## src/rtl/pbi_pkg.sv

```systemverilog
package pbi_pkg;
  typedef enum logic [1:0] {SEQ_IDLE, SEQ_ENTER, SEQ_LEAVE} seq_mode_e;
  localparam int ENTER_LAST = 3;
  localparam int LEAVE_LAST = 5;
  localparam int SAVE_WORDS = 3;
endpackage

```

## src/rtl/pbi_first_one.sv

```systemverilog
module pbi_first_one #(
  parameter int N = 16,
  localparam int IW = $clog2(N)
) (
  input  logic [N-1:0]  vec_i,
  output logic          found_o,
  output logic [IW-1:0] idx_o
);
  // lowest index wins
  always_comb begin
    found_o = 1'b0;
    idx_o   = '0;
    for (int i = N - 1; i >= 0; i--) begin
      if (vec_i[i]) begin
        found_o = 1'b1;
        idx_o   = IW'(i);
      end
    end
  end
endmodule

```

## src/rtl/pbi_flag_bank.sv

```systemverilog
module pbi_flag_bank #(
  parameter int N = 16
) (
  input  logic         clk_i,
  input  logic         rst_ni,
  input  logic [N-1:0] set_i,
  input  logic [N-1:0] clr_i,
  output logic [N-1:0] flag_o
);
  // set wins over clear in the same cycle
  always_ff @(posedge clk_i or negedge rst_ni) begin
    if (!rst_ni) flag_o <= '0;
    else         flag_o <= (flag_o & ~clr_i) | set_i;
  end
endmodule

```

## src/rtl/pbi_seq.sv

```systemverilog
module pbi_seq
  import pbi_pkg::*;
#(
  parameter int N  = 16,
  parameter int DW = 18,
  parameter int AW = 12,
  localparam int CW = $clog2(N)
) (
  input  logic          clk_i,
  input  logic          rst_ni,
  input  logic          enable_i,
  input  logic          insn_done_i,
  input  logic          dismiss_i,
  input  logic          pend_found_i,
  input  logic [CW-1:0] pend_idx_i,
  input  logic          act_found_i,
  input  logic [CW-1:0] act_idx_i,
  input  logic [DW-1:0] ac_i,
  input  logic [DW-1:0] io_i,
  input  logic [DW-1:0] pc_i,
  input  logic [DW-1:0] mem_rdata_i,
  output logic [N-1:0]  take_o,
  output logic [N-1:0]  release_o,
  output logic          hold_o,
  output logic          cpu_exec_o,
  output logic [2:0]    cpu_ld_o,
  output logic [DW-1:0] cpu_data_o,
  output logic          mem_req_o,
  output logic          mem_we_o,
  output logic [AW-1:0] mem_addr_o,
  output logic [DW-1:0] mem_wdata_o
);
  seq_mode_e     mode_q;
  logic [2:0]    step_q;
  logic [CW-1:0] ch_q;
  logic idle, go_ret, go_brk, outranks, last_enter, last_leave, in_save, in_restore;

  assign idle       = (mode_q == SEQ_IDLE);
  assign outranks   = !act_found_i || (pend_idx_i < act_idx_i);
  assign go_ret     = idle && dismiss_i && act_found_i;
  assign go_brk     = idle && !go_ret && enable_i && insn_done_i && pend_found_i && outranks;
  assign last_enter = (mode_q == SEQ_ENTER) && (step_q == 3'(ENTER_LAST));
  assign last_leave = (mode_q == SEQ_LEAVE) && (step_q == 3'(LEAVE_LAST));
  assign in_save    = (mode_q == SEQ_ENTER) && (step_q < 3'(SAVE_WORDS));
  assign in_restore = (mode_q == SEQ_LEAVE) && (step_q < 3'(SAVE_WORDS));

  always_ff @(posedge clk_i or negedge rst_ni) begin
    if (!rst_ni) begin
      mode_q <= SEQ_IDLE;
      step_q <= '0;
      ch_q   <= '0;
    end else if (go_ret) begin
      mode_q <= SEQ_LEAVE;
      step_q <= '0;
      ch_q   <= act_idx_i;
    end else if (go_brk) begin
      mode_q <= SEQ_ENTER;
      step_q <= '0;
      ch_q   <= pend_idx_i;
    end else if (last_enter || last_leave) begin
      mode_q <= SEQ_IDLE;
      step_q <= '0;
    end else if (!idle) begin
      step_q <= step_q + 3'd1;
    end
  end

  assign take_o    = go_brk ? (N'(1) << pend_idx_i) : '0;
  assign release_o = last_leave ? (N'(1) << ch_q) : '0;

  assign hold_o     = !idle;
  assign mem_req_o  = (mode_q == SEQ_ENTER) || in_restore;
  assign mem_we_o   = in_save;
  assign mem_addr_o = mem_req_o ? AW'({ch_q, step_q[1:0]}) : '0;
  assign cpu_exec_o = last_enter;
  assign cpu_ld_o   = in_restore ? (3'b001 << step_q[1:0]) : 3'b000;
  assign cpu_data_o = (cpu_exec_o || in_restore) ? mem_rdata_i : '0;

  always_comb begin
    mem_wdata_o = '0;
    if (in_save) begin
      case (step_q[1:0])
        2'd0:    mem_wdata_o = ac_i;
        2'd1:    mem_wdata_o = io_i;
        default: mem_wdata_o = pc_i;
      endcase
    end
  end
endmodule

```

## src/rtl/prio_break_ctrl.sv

```systemverilog
module prio_break_ctrl #(
  parameter int NUM_CH = 16,
  parameter int DW     = 18,
  parameter int AW     = 12,
  localparam int CW    = $clog2(NUM_CH)
) (
  input  logic              clk_i,
  input  logic              rst_ni,
  input  logic [NUM_CH-1:0] req_i,
  input  logic              sw_req_i,
  input  logic [CW-1:0]     sw_ch_i,
  input  logic              enable_i,
  input  logic              insn_done_i,
  input  logic              dismiss_i,
  input  logic [DW-1:0]     ac_i,
  input  logic [DW-1:0]     io_i,
  input  logic [DW-1:0]     pc_i,
  output logic              hold_o,
  output logic              cpu_exec_o,
  output logic [2:0]        cpu_ld_o,
  output logic [DW-1:0]     cpu_data_o,
  output logic              mem_req_o,
  output logic              mem_we_o,
  output logic [AW-1:0]     mem_addr_o,
  output logic [DW-1:0]     mem_wdata_o,
  input  logic [DW-1:0]     mem_rdata_i,
  output logic [NUM_CH-1:0] active_o
);
  logic [NUM_CH-1:0] new_req, pend, take, release_ch;
  logic              pend_found, act_found;
  logic [CW-1:0]     pend_idx, act_idx;

  assign new_req = req_i | (sw_req_i ? (NUM_CH'(1) << sw_ch_i) : '0);

  pbi_flag_bank #(.N(NUM_CH)) u_pend (
    .clk_i, .rst_ni, .set_i(new_req), .clr_i(take), .flag_o(pend)
  );

  pbi_flag_bank #(.N(NUM_CH)) u_active (
    .clk_i, .rst_ni, .set_i(take), .clr_i(release_ch), .flag_o(active_o)
  );

  pbi_first_one #(.N(NUM_CH)) u_pend_pick (
    .vec_i(pend), .found_o(pend_found), .idx_o(pend_idx)
  );

  pbi_first_one #(.N(NUM_CH)) u_act_pick (
    .vec_i(active_o), .found_o(act_found), .idx_o(act_idx)
  );

  pbi_seq #(.N(NUM_CH), .DW(DW), .AW(AW)) u_seq (
    .clk_i, .rst_ni, .enable_i, .insn_done_i, .dismiss_i,
    .pend_found_i(pend_found), .pend_idx_i(pend_idx),
    .act_found_i(act_found), .act_idx_i(act_idx),
    .ac_i, .io_i, .pc_i, .mem_rdata_i,
    .take_o(take), .release_o(release_ch),
    .hold_o, .cpu_exec_o, .cpu_ld_o, .cpu_data_o,
    .mem_req_o, .mem_we_o, .mem_addr_o, .mem_wdata_o
  );
endmodule

```

## config.mk

```make
export PLATFORM = sky130hd
export DESIGN_NAME = prio_break_ctrl
export DESIGN_NICKNAME = d
export VERILOG_FILES = /design/src/rtl/pbi_pkg.sv /design/src/rtl/pbi_first_one.sv /design/src/rtl/pbi_flag_bank.sv /design/src/rtl/pbi_seq.sv /design/src/rtl/prio_break_ctrl.sv
export SDC_FILE = /design/constraint.sdc
export NUM_CORES = 1
export LEC_CHECK = 0
export CAP_MARGIN = 30
export CORE_MARGIN = 4
export CORE_UTILIZATION = 39
export CTS_CLUSTER_DIAMETER = 80
export DETAILED_ROUTE_END_ITERATION = 16
export GPL_TIMING_DRIVEN = 0
export PLACE_DENSITY = 0.81
export RECOVER_POWER = 100
export SLEW_MARGIN = 5
export SYNTH_ARGS = -nofsm -noshare
export SYNTH_HDL_FRONTEND = slang
export SYNTH_SLANG_ARGS = --single-unit
```

## constraint.sdc

```tcl
create_clock -name clk_i -period 3.7 [get_ports clk_i]
set_clock_uncertainty 0.15 [all_clocks]
set_input_delay 0.925 -clock clk_i [delete_from_list [all_inputs] [get_ports clk_i]]
set_output_delay 0.925 -clock clk_i [all_outputs]
set_load 0.01 [all_outputs]
```

* Word-level counts from Yosys, hierarchy flattened
Index checks and enable logic that the tools add are counted.
Word-level totals: bits in registers 41, logic and storage cells 128, bits of input ports 98
Operators by class: bitwise gates (word level) 7, shift-type cells 4, muxes and demuxes 81, equality and inequality tests 6, reductions and logical operators 22, magnitude comparators 2, add/subtract/negate cells 1
Operators by type and width (count):
- 2-to-1 mux 4 bit | 34
- 2-to-1 mux 16 bit | 3
- bitwise OR 16 bit | 3
- left shift 1 x 4 -> 16 bit (first input constant) | 3
- 2-to-1 mux 18 bit | 2
- case mux 18 bit (2 select lines) | 1
- AND 16 bit | 2
- 2-to-1 mux 1 bit | 32
- inverter 16 bit | 2
- 2-to-1 mux 3 bit | 5
- logical AND 1 bit | 11
- 2-to-1 mux 2 bit | 3
- 2-to-1 mux 6 bit | 1
- == test 2 x 1 -> 1 bit (second input constant) | 2
- zero test 2 bit | 2
- logical OR 1 bit | 4
- less-than comparator 4 bit | 1
- inequality test 4 bit (second input constant) | 1
- adder 3 x 1 -> 3 bit (second input constant) | 1
- == test 3 x 2 -> 1 bit (second input constant) | 1
- == test 3 bit (second input constant) | 1
- zero test 1 bit | 3
- less-than comparator 3 x 2 -> 1 bit (second input constant) | 1
- nonzero test 3 bit | 1
- other kinds (3) | 3

* Longest topological paths before layout
depth after elaboration 27, depth in mapped cells 13, gate-level depth less buffers 13

* By module
From an unflattened synthesis, not the netlist that was laid out.
Second synthesis, totals: cell total of the unflattened synthesis 426, area, all modules 3379.5 µm²
By module, submodules not included:
- pbi_seq | times used 1, cells an instance 234, area an instance 1634.1 µm²
- pbi_flag_bank | times used 2, cells an instance 48, area an instance 580.6 µm²
- pbi_first_one | times used 2, cells an instance 33, area an instance 178.9 µm²
- prio_break_ctrl | times used 1, cells an instance 30, area an instance 226.5 µm²

* Worst setup path before layout
OpenSTA, ideal clock, no wires.
path type reg-to-reg, start point reg u_pend.flag_o[11], end point reg u_pend.flag_o[8], data required time 3.424 ns, arrival 2.983 ns, slack 0.441 ns, stages on the path, launching flop included 11, library setup time 0.126 ns, cell sequence dfrtp_1 -> nor4_1 -> nand2b_1 -> a31oi_1 -> ha_1 -> a21oi_1 -> nor2b_1 -> o21ai_0 -> or3b_1 -> or4_4 -> a221o_1
Between the ends: word-level cells in the longest chain between the ends 19, elaborated cells on any way between the ends 33
Ends and longest elaborated chain:
- start, declared | RTL line pbi_flag_bank.sv:8 | output logic [N-1:0] flag_o
- start signal, assigned | RTL line pbi_flag_bank.sv:13 | else flag_o <= (flag_o & ~clr_i) | set_i;
- 2-to-1 mux 4 bit (12 in a row) | RTL line pbi_first_one.sv:14 | if (vec_i[i]) begin
- less-than comparator 4 bit | RTL line pbi_seq.sv:39 | assign outranks = !act_found_i || (pend_idx_i < act_idx_i);
- logical OR 1 bit | RTL line pbi_seq.sv:39
- logical AND 1 bit | RTL line pbi_seq.sv:41 | assign go_brk = idle && !go_ret && enable_i && insn_done_i && pend_found_i && outranks;
- 2-to-1 mux 16 bit * | RTL line pbi_seq.sv:68 | assign take_o = go_brk ? (N'(1) << pend_idx_i) : '0;
- inverter 16 bit * | RTL line pbi_flag_bank.sv:13
- AND 16 bit * | RTL line pbi_flag_bank.sv:13
- bitwise OR 16 bit * | RTL line pbi_flag_bank.sv:13
Mark *: on every way between the ends. The rest lies on a longest branch, timed or not. A chain may end at the register's enable or synchronous reset.

* Worst setup path in the final report
start point reg u_pend.flag_o[14], end point reg u_pend.flag_o[8]
Between the ends: word-level cells in the longest chain between the ends 22, elaborated cells on any way between the ends 39
Ends and longest elaborated chain (RTL line):
- 2-to-1 mux 4 bit (15 in a row) | pbi_first_one.sv:14
- less-than comparator 4 bit | pbi_seq.sv:39
- logical OR 1 bit | pbi_seq.sv:39
- logical AND 1 bit | pbi_seq.sv:41
- 2-to-1 mux 16 bit * | pbi_seq.sv:68
- inverter 16 bit * | pbi_flag_bank.sv:13
- AND 16 bit * | pbi_flag_bank.sv:13
- bitwise OR 16 bit * | pbi_flag_bank.sv:13
Marked as above.

==> results.txt <==
I/O Buffers: 162
first-pass GRT wire length: 16.9 mm
row count: 32
Worst Hold End: u_seq.mode_q[1]
VDD IR max: 0.233 mV
CP Class: register to register
Ports: 169
Pins Over Slew Limit: 0
Worst-path clk slew: 0.08 ns
hold_ws: 0.385 ns
routed wire length: 11.2 mm
largest net degree at the start of global routing: 26
Antenna diodes: 0
Worst Setup End Kind: register
Seq/Total Area, Yosys: 33.6%
FF+latch count, synth: 41
GRT Residual Overflow: 0
Die Ht: 96.5 um
Cell Pwr Density: 442 mW/mm^2
Ys Warns: 0
worst slew pin tran: 1.32 ns
FFs w/ async S/R, synth: 100%
Final Core Density: 64.8%
dpl hpwl: 9.29 mm
R2R depth: 10
worst endpoint data arrival time: 3.62 ns
Post-Synthesis Cell Area: 0.00306 mm^2
CTS tree: yes
LEAKAGE: 0.00191 uW
final-report setup violation count: 0
clk_lat worst skew: 0.29 ns
Hold/Removal Path Class: register to register
Starting Density: 39.8%
Setup crit start kind: register
detailed-route via count: 3608
Hold-fix buffers, CTS: 0
Remaining DRCs: 0
fmax: 278 MHz
Critical R2R Launch: u_pend.flag_o[14]
Worst EP required: 3.73 ns
Synth top area share: 33.6%
max_cap viols: 0
Syn-to-layout area delta: 62.9%
slew margin rel.: 11.9%
top cells by area, synth: dfrtp_1 34%, o21ai_0 5.9%, nand2_1 5.8%, nor2b_1 5.7%, a21oi_1 4.7%
Synth area leader: dfrtp_1
fin area: 0.00498 mm^2
H-tree Lvls: 2
CTS max path bufs: 2
Period minus WS final: 3.59 ns
status: complete, no violations
Layout Nets: 662
initial antenna violation count: 0
layout cells sized above 1: 7.55%
Pre-Repair DR Iteration Count: 5
CTS Sinks: 41
die area: 0.00932 mm^2
post-synthesis cell count: 380
Placement Cell Area: 0.00484 mm^2
Post-synth EDFFs: 0
critical path fanouts, max: 5
Post-Syn Area per Cell: 8.04 um^2
R2R setup slack: 0.11 ns
RePlAce Congestion: 0.915
R2R Path End: u_pend.flag_o[8]
Final Cycle Share: 97.1%
hold depth: 2
1st-iter DRT viols: 209
number of buffers created by CTS: 5
unrepaired setup endpoints after global routing: no
Root Buffer: clkbuf_8
WL/cell: 17.1 um
vias per cell: 5.48
Placed Cells: 650
Tot GR Track Use: 23.1%
main flop type after synthesis: dfrtp_1
core footprint: 0.00769 mm^2
total power: 2200 uW
Die W: 96.5 um
Yosys cell types: 56
vias in the first global route: 3511
Hold Vio Cnt, Final: 0
Detail Route Antenna Nets: 0
hold path start: u_seq.mode_q[1]
Layout Cells excl Fill: 658
## sequential cells by signal (all words and copies together), names as in the netlist
register and flops:
u_active.flag_o 16, u_pend.flag_o 16, u_seq.ch_q 4, u_seq.mode_q 2, u_seq.step_q 3
## cells by family after synthesis
family / Yosys count / synth area share [%]
AND/OR/NAND/NOR: 172 / 30.8
AO/OA/AOI/OAI: 129 / 27.7
flip-flops: 41 / 33.6
buffers and inverters: 29 / 4.54
adder cells (fa/ha/maj): 8 / 3.27
other: 1 / 0.123
## layout make-up
class	instances	area, um^2
Fill cell	654	2710
Multi-Input combinational cell	315	1970
Timing Repair Buffer	164	1630
Sequential cell	41	1030
Tap cell	102	128
Buffer	14	90.1
Clock buffer	7	86.3
Inverter	15	56.3
## Yosys cell counts (5+ instances only)
library cell	instances
a221o_1	12
nand3_1	6
a21o_1	5
a31oi_1	5
and3_1	5
dfrtp_1	41
nand2_1	47
buf_4	6
a22oi_1	19
o21ai_0	36
a21oi_1	29
nor4_1	6
nand2b_1	11
inv_1	15
ha_1	8
clkbuf_1	7
nor3_1	6
nor2_1	34
nor2b_1	28
## cell usage in the layout (no fill, tap or decap), types with 4 or more instances in the layout
cell and instances:
buf_4 7, nor2b_1 28, o21ai_0 38, a31oi_1 4, a221o_1 12, a22oi_1 19, inv_1 15, conb_1 6
nor4_4 4, nand3_1 6, clkdlybuf4s50_1 120, clkbuf_1 4, clkbuf_8 6, ha_1 8, a21oi_1 29, nand2_1 47
dlygate4sd3_1 41, nor2_1 32, nor4_1 5, a21o_1 5, and3_1 5, nor3_1 6, clkbuf_2 5, or3_1 4
dfrtp_1 41, nand2b_1 11
## critical path, stage by stage, from the launching register on
cell      delay, ns
dfrtp_1        0.41
nor4_1         0.40
nand2b_1       0.22
a31oi_4        0.13
ha_1           0.33
a21oi_1        0.17
nor2b_1        0.07
o21ai_1        0.21
or3b_1         0.47
or4_1          0.55
a221o_1        0.37
## report_power, final
group	total [uW]	internal, uW	switching (uW)
sequential	583	502	81.0
combinational	1320	624	693
clock	298	148	150
total	2200	1270	924
## worst max-delay path by stage
stage          slack (ns)         startpoint                end
6_report             0.11  u_pend.flag_o[14]   u_pend.flag_o[8]
2_1_floorplan        0.44  u_pend.flag_o[11]   u_pend.flag_o[8]
3_3_place_gp         0.05  u_pend.flag_o[11]  u_pend.flag_o[10]
4_1_cts              0.02    u_seq.step_q[0]     cpu_data_o[10]
3_5_place_dp       -0.005  u_pend.flag_o[11]   u_pend.flag_o[8]
5_1_grt              0.01    u_seq.step_q[1]     mem_wdata_o[8]
## per-stage QoR
step	setup slack [ns]	setup TNS, ns
global placement	0.0477	0
detailed placement	-0.00491	-0.00491
global route	0.0105	0
floorplan	0.441	0
CTS	0.0212	0
finish	0.106	0
## per-layer routing
metal	GRT usage, %	up-vias	routed length, um
met5	0	-	0
met4	6.43	0	243
met3	5.42	22	1050
met2	40.2	195	5520
met1	28.4	1670	4420
li1	-	1721	-
## what timing repair did
item	CTS	global route
gates resized for setup	6	16
endpoints found under the hold margin	0	0
pin swaps	0	2
endpoints found under the setup margin	22	25
setup buffers	0	1
cloned	0	0
No activity file was read; power rests on OpenSTA's default activity.
